**config.mk**
```make
export PLATFORM = sky130hd
export DESIGN_NAME = pwm_oc_unit
export DESIGN_NICKNAME = d
export VERILOG_FILES = /design/src/rtl/pwm_oc_pkg.sv /design/src/rtl/pwm_oc_regport.sv /design/src/rtl/pwm_oc_syncpt.sv /design/src/rtl/pwm_oc_active.sv /design/src/rtl/pwm_oc_lane.sv /design/src/rtl/pwm_oc_unit.sv
export SDC_FILE = /design/constraint.sdc
export NUM_CORES = 1
export LEC_CHECK = 0
export BUFFER_PORTS_ARGS = -buffer_cell sky130_fd_sc_hd__buf_2
export CAP_MARGIN = 20
export CELL_PAD_IN_SITES_DETAIL_PLACEMENT = 0
export CELL_PAD_IN_SITES_GLOBAL_PLACEMENT = 1
export CORE_UTILIZATION = 35
export CTS_CLUSTER_DIAMETER = 150
export CTS_CLUSTER_SIZE = 25
export DETAILED_ROUTE_END_ITERATION = 8
export PLACE_DENSITY = 0.82
export REMOVE_ABC_BUFFERS = 1
export SYNTH_ARGS = -nofsm -noshare
export SYNTH_HDL_FRONTEND = slang
export SYNTH_SLANG_ARGS = --single-unit
```
**constraint.sdc**
```tcl
create_clock -name clk -period 1.6 [get_ports clk]
set_clock_uncertainty 0.1 [all_clocks]
set_input_delay 0.16 -clock clk [delete_from_list [all_inputs] [get_ports clk]]
set_output_delay 0.16 -clock clk [all_outputs]
set_load 0.05 [all_outputs]
```
**src/rtl/pwm_oc_pkg.sv**
```systemverilog
package pwm_oc_pkg;

  // Default number of high/low output pairs.
  localparam int DEF_PAIRS = 3;

  // Control word width: one crossover bit and two disable bits per pair.
  function automatic int ctrl_width(input int n_pairs);
    return 3 * n_pairs;
  endfunction

  // Crossover bit for pair p sits at the top of the word, pair 0 highest.
  function automatic int xo_bit(input int n_pairs, input int p);
    return ctrl_width(n_pairs) - 1 - p;
  endfunction

  // Disable bit for the high-side pin of pair p.
  function automatic int dis_hi_bit(input int n_pairs, input int p);
    return 2 * (n_pairs - 1 - p) + 1;
  endfunction

  // Disable bit for the low-side pin of pair p.
  function automatic int dis_lo_bit(input int n_pairs, input int p);
    return 2 * (n_pairs - 1 - p);
  endfunction

  // Crossover routing: returns {hi, lo} after the optional swap.
  function automatic logic [1:0] route_pair(input logic xo, input logic h, input logic l);
    return xo ? {l, h} : {h, l};
  endfunction

  // Disable gate: off level is logic 0.
  function automatic logic gate_off(input logic dis, input logic s);
    return s & ~dis;
  endfunction

endpackage

```
**src/rtl/pwm_oc_regport.sv**
```systemverilog
module pwm_oc_regport #(
  parameter int W = 9
) (
  input  logic         clk,
  input  logic         rst_n,
  input  logic         wr_en,
  input  logic [W-1:0] wr_data,
  output logic [W-1:0] shadow_o
);

  logic [W-1:0] shadow_q;

  always_ff @(posedge clk or negedge rst_n) begin
    if (!rst_n) begin
      shadow_q <= '0;
    end else if (wr_en) begin
      shadow_q <= wr_data;
    end
  end

  assign shadow_o = shadow_q;

  AST_SHADOW_WRITE: assert property (@(posedge clk) disable iff (!rst_n)
    wr_en |=> shadow_o == $past(wr_data));
  AST_SHADOW_KEEP: assert property (@(posedge clk) disable iff (!rst_n)
    !wr_en |=> $stable(shadow_o));

endmodule

```
**src/rtl/pwm_oc_syncpt.sv**
```systemverilog
module pwm_oc_syncpt (
  input  logic clk,
  input  logic rst_n,
  input  logic sync_i,
  input  logic mid_i,
  input  logic dbl_i,
  output logic sync_rise_o,
  output logic mid_rise_o,
  output logic latch_o
);

  logic sync_q;
  logic mid_q;

  always_ff @(posedge clk or negedge rst_n) begin
    if (!rst_n) begin
      sync_q <= 1'b0;
      mid_q  <= 1'b0;
    end else begin
      sync_q <= sync_i;
      mid_q  <= mid_i;
    end
  end

  // Edge events brought out as named wires.
  assign sync_rise_o = sync_i & ~sync_q;
  assign mid_rise_o  = mid_i & ~mid_q;
  assign latch_o     = sync_rise_o | (dbl_i & mid_rise_o);

  AST_SINGLE_NO_MID: assert property (@(posedge clk) disable iff (!rst_n)
    (!dbl_i && !sync_rise_o) |-> !latch_o);
  AST_HELD_SYNC_ONCE: assert property (@(posedge clk) disable iff (!rst_n)
    (sync_i && !mid_i) |=> (sync_i && !mid_i) |-> !latch_o);

endmodule

```
**src/rtl/pwm_oc_active.sv**
```systemverilog
module pwm_oc_active #(
  parameter int W = 9
) (
  input  logic         clk,
  input  logic         rst_n,
  input  logic         latch_i,
  input  logic [W-1:0] shadow_i,
  output logic [W-1:0] active_o
);

  logic [W-1:0] active_q;

  always_ff @(posedge clk or negedge rst_n) begin
    if (!rst_n) begin
      active_q <= '0;
    end else if (latch_i) begin
      active_q <= shadow_i;
    end
  end

  assign active_o = active_q;

  AST_ACTIVE_HOLD: assert property (@(posedge clk) disable iff (!rst_n)
    !latch_i |=> $stable(active_o));
  AST_ACTIVE_LOAD: assert property (@(posedge clk) disable iff (!rst_n)
    latch_i |=> active_o == $past(shadow_i));

endmodule

```
**src/rtl/pwm_oc_lane.sv**
```systemverilog
module pwm_oc_lane (
  input  logic clk,
  input  logic rst_n,
  input  logic xo_i,
  input  logic dis_hi_i,
  input  logic dis_lo_i,
  input  logic raw_hi_i,
  input  logic raw_lo_i,
  output logic pin_hi_o,
  output logic pin_lo_o
);

  import pwm_oc_pkg::*;

  // Crossover stage result, named for the assertions.
  logic routed_hi;
  logic routed_lo;

  always_comb begin
    {routed_hi, routed_lo} = route_pair(xo_i, raw_hi_i, raw_lo_i);
  end

  // Disable stage after crossover.
  assign pin_hi_o = gate_off(dis_hi_i, routed_hi);
  assign pin_lo_o = gate_off(dis_lo_i, routed_lo);

  AST_OFF_HI: assert property (@(posedge clk) disable iff (!rst_n)
    dis_hi_i |-> !pin_hi_o);
  AST_OFF_LO: assert property (@(posedge clk) disable iff (!rst_n)
    dis_lo_i |-> !pin_lo_o);
  AST_XO_TO_LO: assert property (@(posedge clk) disable iff (!rst_n)
    (xo_i && !dis_lo_i) |-> pin_lo_o == raw_hi_i);
  AST_XO_TO_HI: assert property (@(posedge clk) disable iff (!rst_n)
    (xo_i && !dis_hi_i) |-> pin_hi_o == raw_lo_i);

endmodule

```
**src/rtl/pwm_oc_unit.sv**
```systemverilog
module pwm_oc_unit #(
  parameter int N_PAIRS = pwm_oc_pkg::DEF_PAIRS
) (
  input  logic                          clk,
  input  logic                          rst_n,
  input  logic                          reg_wr_en,
  input  logic [3*N_PAIRS-1:0]          reg_wr_data,
  output logic [3*N_PAIRS-1:0]          reg_rd_data,
  input  logic                          cyc_sync,
  input  logic                          half_sync,
  input  logic                          dbl_update,
  input  logic [N_PAIRS-1:0]            raw_hi,
  input  logic [N_PAIRS-1:0]            raw_lo,
  output logic [N_PAIRS-1:0]            pin_hi,
  output logic [N_PAIRS-1:0]            pin_lo
);

  import pwm_oc_pkg::*;

  localparam int CW = 3 * N_PAIRS;

  logic [CW-1:0] shadow_w;
  logic [CW-1:0] active_w;
  logic          sync_rise_w;
  logic          mid_rise_w;
  logic          latch_w;

  pwm_oc_regport #(.W(CW)) u_regport (
    .clk      (clk),
    .rst_n    (rst_n),
    .wr_en    (reg_wr_en),
    .wr_data  (reg_wr_data),
    .shadow_o (shadow_w)
  );

  assign reg_rd_data = shadow_w;

  pwm_oc_syncpt u_syncpt (
    .clk         (clk),
    .rst_n       (rst_n),
    .sync_i      (cyc_sync),
    .mid_i       (half_sync),
    .dbl_i       (dbl_update),
    .sync_rise_o (sync_rise_w),
    .mid_rise_o  (mid_rise_w),
    .latch_o     (latch_w)
  );

  pwm_oc_active #(.W(CW)) u_active (
    .clk      (clk),
    .rst_n    (rst_n),
    .latch_i  (latch_w),
    .shadow_i (shadow_w),
    .active_o (active_w)
  );

  for (genvar p = 0; p < N_PAIRS; p++) begin : g_lane
    pwm_oc_lane u_lane (
      .clk      (clk),
      .rst_n    (rst_n),
      .xo_i     (active_w[xo_bit(N_PAIRS, p)]),
      .dis_hi_i (active_w[dis_hi_bit(N_PAIRS, p)]),
      .dis_lo_i (active_w[dis_lo_bit(N_PAIRS, p)]),
      .raw_hi_i (raw_hi[p]),
      .raw_lo_i (raw_lo[p]),
      .pin_hi_o (pin_hi[p]),
      .pin_lo_o (pin_lo[p])
    );
  end

  AST_IDLE_PASS: assert property (@(posedge clk) disable iff (!rst_n)
    (active_w == '0) |-> (pin_hi == raw_hi && pin_lo == raw_lo));
  AST_MID_IGNORED: assert property (@(posedge clk) disable iff (!rst_n)
    (!dbl_update && mid_rise_w && !sync_rise_w) |=> $stable(active_w));
  AST_MID_LATCH: assert property (@(posedge clk) disable iff (!rst_n)
    (dbl_update && mid_rise_w) |=> active_w == $past(shadow_w));

endmodule

```
==> impl_metrics.env, run 1 <==
export IMPL_clk_path_buf_depth=2
export IMPL_drv_slew=0
export IMPL_power_mw=1.27
export IMPL_powerDensity_nw_per_um2=1090
export IMPL_area_delta_synth_final_pct=35.1
export IMPL_critPathSlowestCell="dlygate4sd3_1"
export IMPL_avgSynthCellArea_um2=14.4
export IMPL_htreeDepth=1
export IMPL_grt_antenna_before_repair=0
export IMPL_rows=17
export IMPL_grt_use_total_pct=12.6
export IMPL_io_buffers=35
export IMPL_drtIter0Drc=1
export IMPL_period_needed_ps=1480
export IMPL_synthDominantCellAreaShare_pct=58.0
export IMPL_synth_xor_area_share_pct=0
export IMPL_cp_num_buf_inv=3
export IMPL_dp_cells=116
export IMPL_final_area_um2=1170
export IMPL_worstMarginPinSlew_ps=423
export IMPL_final_period_utilization_pct=92.3
export IMPL_antenna_cells=0
export IMPL_finalWirelength_mm=1.52
export IMPL_ys_types=9
export IMPL_min_path_type="in2reg"
export IMPL_hold_violations=0
export IMPL_synth_top_cell_by_area="dfrtp_1"
export IMPL_layout_drive_gt1_share_pct=55.3
export IMPL_critical_path_arrival_ps=1560
export IMPL_vias=593
export IMPL_ant_nets=0
export IMPL_end_kind="flip-flop"
export IMPL_cts_buffers=3
export IMPL_cts_tree="built"
export IMPL_synthMuxAreaShare_pct=30.4
export IMPL_syn_inst=60
export IMPL_status="completed"
export IMPL_cts_sinks=20
export IMPL_synth_area_um2=863
export IMPL_die_width_um=51.7
export IMPL_initial_core_util_pct=37.9
export IMPL_grt_pass1_vias=588
export IMPL_synth_top_family_by_area="multiplexers"
export IMPL_synth_compound_area_share_pct=2.32
export IMPL_clkLatencyLatePin_ps=290
export IMPL_layout_nets=126
export IMPL_synthAdderAreaFrac_pct=0
export IMPL_coreArea_um2=2280
export IMPL_fin_util_pct=51.2
export IMPL_power_leakage_nw=0.568
export IMPL_die_y_um=51.7
export IMPL_synth_most_common_cell="dfrtp_1"
export IMPL_cts_root_buf="clkbuf_4"
export IMPL_yosys_top_cells_area="dfrtp_1 58%, mux2_2 23%, mux2i_1 7.0%"
export IMPL_hpwlAfterDp_mm=1.06
export IMPL_synth_seq_cells=20
export IMPL_yosys_area_share_simple_pct=3.04
export IMPL_synth_edf_count=0
export IMPL_gp_congestion=0.660
export IMPL_cp_cell_sequence="dlygate4sd3_1, buf_2, inv_1, o22ai_4, mux2_2"
export IMPL_async_flop_share_pct=100
export IMPL_fin_cells=131
export IMPL_synth_ff_type="dfrtp_1"
export IMPL_max_slew_margin_pct=71.8
export IMPL_place_area_um2=1020
export IMPL_path_class="in2reg"
export IMPL_grt_ovfl_total=0
export IMPL_critPathMaxFanout=9
export IMPL_ys_warn_count=0
export IMPL_finalSetupTns_ps=0
export IMPL_peakVddDrop_v=0.000557
export IMPL_cap_violations=0
export IMPL_grt_max_degree=21
export IMPL_wire_per_inst_um=11.6
export IMPL_dieArea_um2=2670
export IMPL_start_kind="primary input"
export IMPL_worstPathRequired_ps=1680
export IMPL_drc=0
export IMPL_num_io_pins=36
export IMPL_fmaxAchievable_mhz=677
export IMPL_critical_path_max_stage_delay_ps=520
export IMPL_setup_violations=0
export IMPL_vias_per_cell=4.53
export IMPL_synth_seq_area_share_pct=58.0
export IMPL_synth_common_cells="20 x dfrtp_1, 18 x mux2_2, 6 x buf_4, 6 x mux2i_1, 6 x nor2_1"
export IMPL_critPathTopFamily="buffers and inverters"
export IMPL_rsz0062_at_grt="no"
export IMPL_grt_pass1_wl_mm=2.48
export IMPL_firstDrtPassIters=2
export IMPL_clk_pin_slew_ps=100
layout make-up:
type | instances | area (µm²)
clock buffer | 3 | 22.5
fill | 210 | 1110
inverter | 1 | 3.75
multi-input combinational | 32 | 309
sequential | 20 | 500
tap | 28 | 35.0
timing repair buffer | 47 | 295
layer usage:
metal / wire length, µm / vias to the layer above / global-route usage (%)
met3: 75 / 0 / 2.63
met5: 0 / - / 0
li1: - / 288 / -
met4: 0 / 0 / 2.70
met1: 699 / 283 / 15.8
met2: 746 / 22 / 22.3
flip-flops by register name, indices dropped and copies added (netlist names):
| register | flops |
|---|---|
| u_regport.shadow_o | 9 |
| u_syncpt.sync_q | 1 |
| u_syncpt.mid_q | 1 |
| u_active.active_o | 9 |
worst reg2reg max path, delay by kind of cell, from the launching register on:
kind / cells / cell delay (ps)
AOI/OAI and AO/OA: 1 / 320
muxes: 1 / 380
DFF: 1 / 410
per-stage QoR:
step	hold WS, ps	setup slack, ps
after floorplan	-236	182
after global placement	20.9	341
after detailed placement	29.3	279
after CTS	1.75	120
after global routing	226	64.9
final	210	124
placed cells by master (no fill, tap or decap):
cell,instances
mux2i_1,6
inv_1,1
clkbuf_4,3
dlygate4sd3_1,12
buf_2,35
nor2_1,6
mux2_2,18
o22ai_4,1
dfrtp_1,20
nand2_1,1
cells by family after synthesis:
family | count (synthesis)
AO/OA/AOI/OAI | 1
buffers and inverters | 8
flip-flops | 20
multiplexers | 24
AND/OR/NAND/NOR | 7
where the power goes:
| group | switching, mW | internal (mW) |
|---|---|---|
| sequential | 0.0528 | 0.576 |
| combinational | 0.258 | 0.156 |
| clock | 0.135 | 0.0873 |
| total | 0.446 | 0.820 |
repair_timing:
| item | CTS | global route |
|---|---|---|
| hold buffers | 10 | 2 |
| buffers inserted | 0 | 0 |
| endpoints found under the hold margin | 29 | 2 |
| gates resized for setup | 0 | 0 |
worst paths after layout:
| check | start | end | slack, ps | depth (start not counted) |
|---|---|---|---|---|
| worst min-delay path | reg_wr_en | u_regport.shadow_o[4]$_DFFE_PN0P_ | 210 | 2 |
| max in group asynchronous | rst_n | u_regport.shadow_o[5]$_DFFE_PN0P_ | 880 | 2 |
| worst min register to register | u_active.active_o[1]$_DFFE_PN0P_ | u_active.active_o[1]$_DFFE_PN0P_ | 420 | 1 |
| worst max register to register | u_syncpt.sync_q$_DFF_PN0_ | u_active.active_o[7]$_DFFE_PN0P_ | 290 | 2 |
| worst max-delay path | cyc_sync | u_active.active_o[7]$_DFFE_PN0P_ | 120 | 5 |
| min in group asynchronous | rst_n | u_active.active_o[5]$_DFFE_PN0P_ | 230 | 2 |
Power figures use the tool's default switching activity.
==> run 2, diff against run 1 <==
--- a/config.mk
+++ b/config.mk
@@ -15,6 +15,7 @@
 export DETAILED_ROUTE_END_ITERATION = 8
 export PLACE_DENSITY = 0.82
 export REMOVE_ABC_BUFFERS = 1
+export SKIP_LAST_GASP = 1
 export SYNTH_ARGS = -nofsm -noshare
 export SYNTH_HDL_FRONTEND = slang
 export SYNTH_SLANG_ARGS = --single-unit
==> constraint.sdc (replaced) <==
create_clock -name clk -period 1.6 [get_ports clk]
set_clock_uncertainty 0.1 [all_clocks]
set_input_delay 0 -clock clk [delete_from_list [all_inputs] [get_ports clk]]
set_output_delay 0 -clock clk [all_outputs]
set_load 0.05 [all_outputs]
==> run 2 against run 1 <==
Final cell count stayed put; total power about the same; maximum frequency is 12% higher; critical path type unchanged; critical endpoint unchanged; highest routed layer unchanged.
==> impl_metrics.env, run 2 (synthesis results as in run 1) <==
export IMPL_grt_use_total_pct=12.8
export IMPL_grt_pass1_wl_mm=2.51
export IMPL_status="completed"
export IMPL_num_io_pins=36
export IMPL_max_slew_margin_pct=72.0
export IMPL_clk_path_buf_depth=2
export IMPL_area_delta_synth_final_pct=35.1
export IMPL_path_class="in2reg"
export IMPL_cts_root_buf="clkbuf_4"
export IMPL_start_kind="primary input"
export IMPL_rows=17
export IMPL_initial_core_util_pct=37.9
export IMPL_io_buffers=35
export IMPL_powerDensity_nw_per_um2=1090
export IMPL_grt_antenna_before_repair=0
export IMPL_cts_sinks=20
export IMPL_hold_worst_slack_ps=47.4
export IMPL_cap_violations=0
export IMPL_critPathMaxFanout=9
export IMPL_grt_ovfl_total=0
export IMPL_clk_pin_slew_ps=110
export IMPL_final_common_cell="buf_2"
export IMPL_min_path_type="in2reg"
export IMPL_drc=0
export IMPL_vias=583
export IMPL_worstMarginPinSlew_ps=420
export IMPL_gp_congestion=0.660
export IMPL_clkLatencyLatePin_ps=290
export IMPL_hpwlAfterDp_mm=1.06
export IMPL_grt_pass1_vias=592
export IMPL_fmaxAchievable_mhz=760
export IMPL_die_y_um=51.7
export IMPL_htreeDepth=1
export IMPL_finalSetupTns_ps=0
export IMPL_cts_tree="built"
export IMPL_hold_path_depth=2
export IMPL_layout_common_cells="35 x buf_2, 20 x dfrtp_1, 18 x mux2_2, 12 x dlygate4sd3_1"
export IMPL_power_leakage_nw=0.568
export IMPL_cts_resized=0
export IMPL_post_cts_buffers=0
export IMPL_end_kind="flip-flop"
export IMPL_coreArea_um2=2280
export IMPL_grt_max_degree=21
export IMPL_drtIter0Drc=1
export IMPL_dieArea_um2=2670
export IMPL_hold_violations=0
export IMPL_final_period_utilization_pct=82.2
export IMPL_layout_nets=126
export IMPL_cts_hold_buffers=12
export IMPL_critical_path_arrival_ps=1400
export IMPL_rsz0062_at_grt="no"
export IMPL_die_width_um=51.7
export IMPL_cts_buffers=3
export IMPL_wire_per_inst_um=11.4
export IMPL_fin_util_pct=51.2
export IMPL_peakVddDrop_v=0.000600
export IMPL_worstPathRequired_ps=1680
export IMPL_ant_nets=0
export IMPL_vias_per_cell=4.45
export IMPL_drv_slew=0
export IMPL_firstDrtPassIters=3
export IMPL_layout_drive_gt1_share_pct=55.3
export IMPL_antenna_cells=0
export IMPL_finalWirelength_mm=1.49
export IMPL_rr_worst_depth=2
export IMPL_period_needed_ps=1320
export IMPL_setup_violations=0
==> run 2: routing by layer <==
metal / GRT usage, % / vias to the layer above / part of all wire [%]
met1: 16.0 / 275 / 46
met2: 22.7 / 22 / 49
met3: 2.63 / 0 / 4.9
met4: 2.70 / 0 / 0
met5: 0 / - / 0
li1: - / 286 / -
==> run 2: where the power goes <==
part	internal, mW	leakage [nW]	switching, mW
registers	0.576	0.234	0.0527
clock network	0.0873	0.0138	0.136
logic	0.156	0.320	0.258
total	0.820	0.568	0.447
==> run 2: stage by stage <==
step | cell area (µm²) | worst slack (ps) | instances | power (mW)
floorplan | 813 | 342 | 53 | 0.923
global placement | 1020 | 341 | 116 | 1.03
detailed placement | 1020 | 279 | 116 | 1.04
CTS | 1170 | 279 | 131 | 1.28
global route | 1170 | 225 | 131 | 1.33
finish | 1170 | 284 | 131 | 1.27
==> run 2: final cells by class <==
| cell class | instances | area [µm²] |
|---|---|---|
| Multi-Input combinational cell | 32 | 309 |
| Fill cell | 208 | 1110 |
| Inverter | 1 | 3.75 |
| Tap cell | 28 | 35.0 |
| Sequential cell | 20 | 500 |
| Timing Repair Buffer | 47 | 295 |
| Clock buffer | 3 | 22.5 |
==> run 2: path summary, 6_finish.rpt <==
kind | startpoint | endpoint | slack [ps]
worst min register to register | u_active.active_o[1]$_DFFE_PN0P_ | u_active.active_o[1]$_DFFE_PN0P_ | 420
worst min-delay path | reg_wr_en | u_regport.shadow_o[4]$_DFFE_PN0P_ | 50
min in group asynchronous | rst_n | u_regport.shadow_o[4]$_DFFE_PN0P_ | 80
max in group asynchronous | rst_n | u_regport.shadow_o[5]$_DFFE_PN0P_ | 1020
worst max register to register | u_syncpt.sync_q$_DFF_PN0_ | u_active.active_o[7]$_DFFE_PN0P_ | 290
worst max-delay path | cyc_sync | u_active.active_o[7]$_DFFE_PN0P_ | 280
==> run 2: critical path, stage by stage <==
cell	delay, ps
dlygate4sd3_1	520
buf_2	100
inv_1	60
o22ai_4	330
mux2_2	380
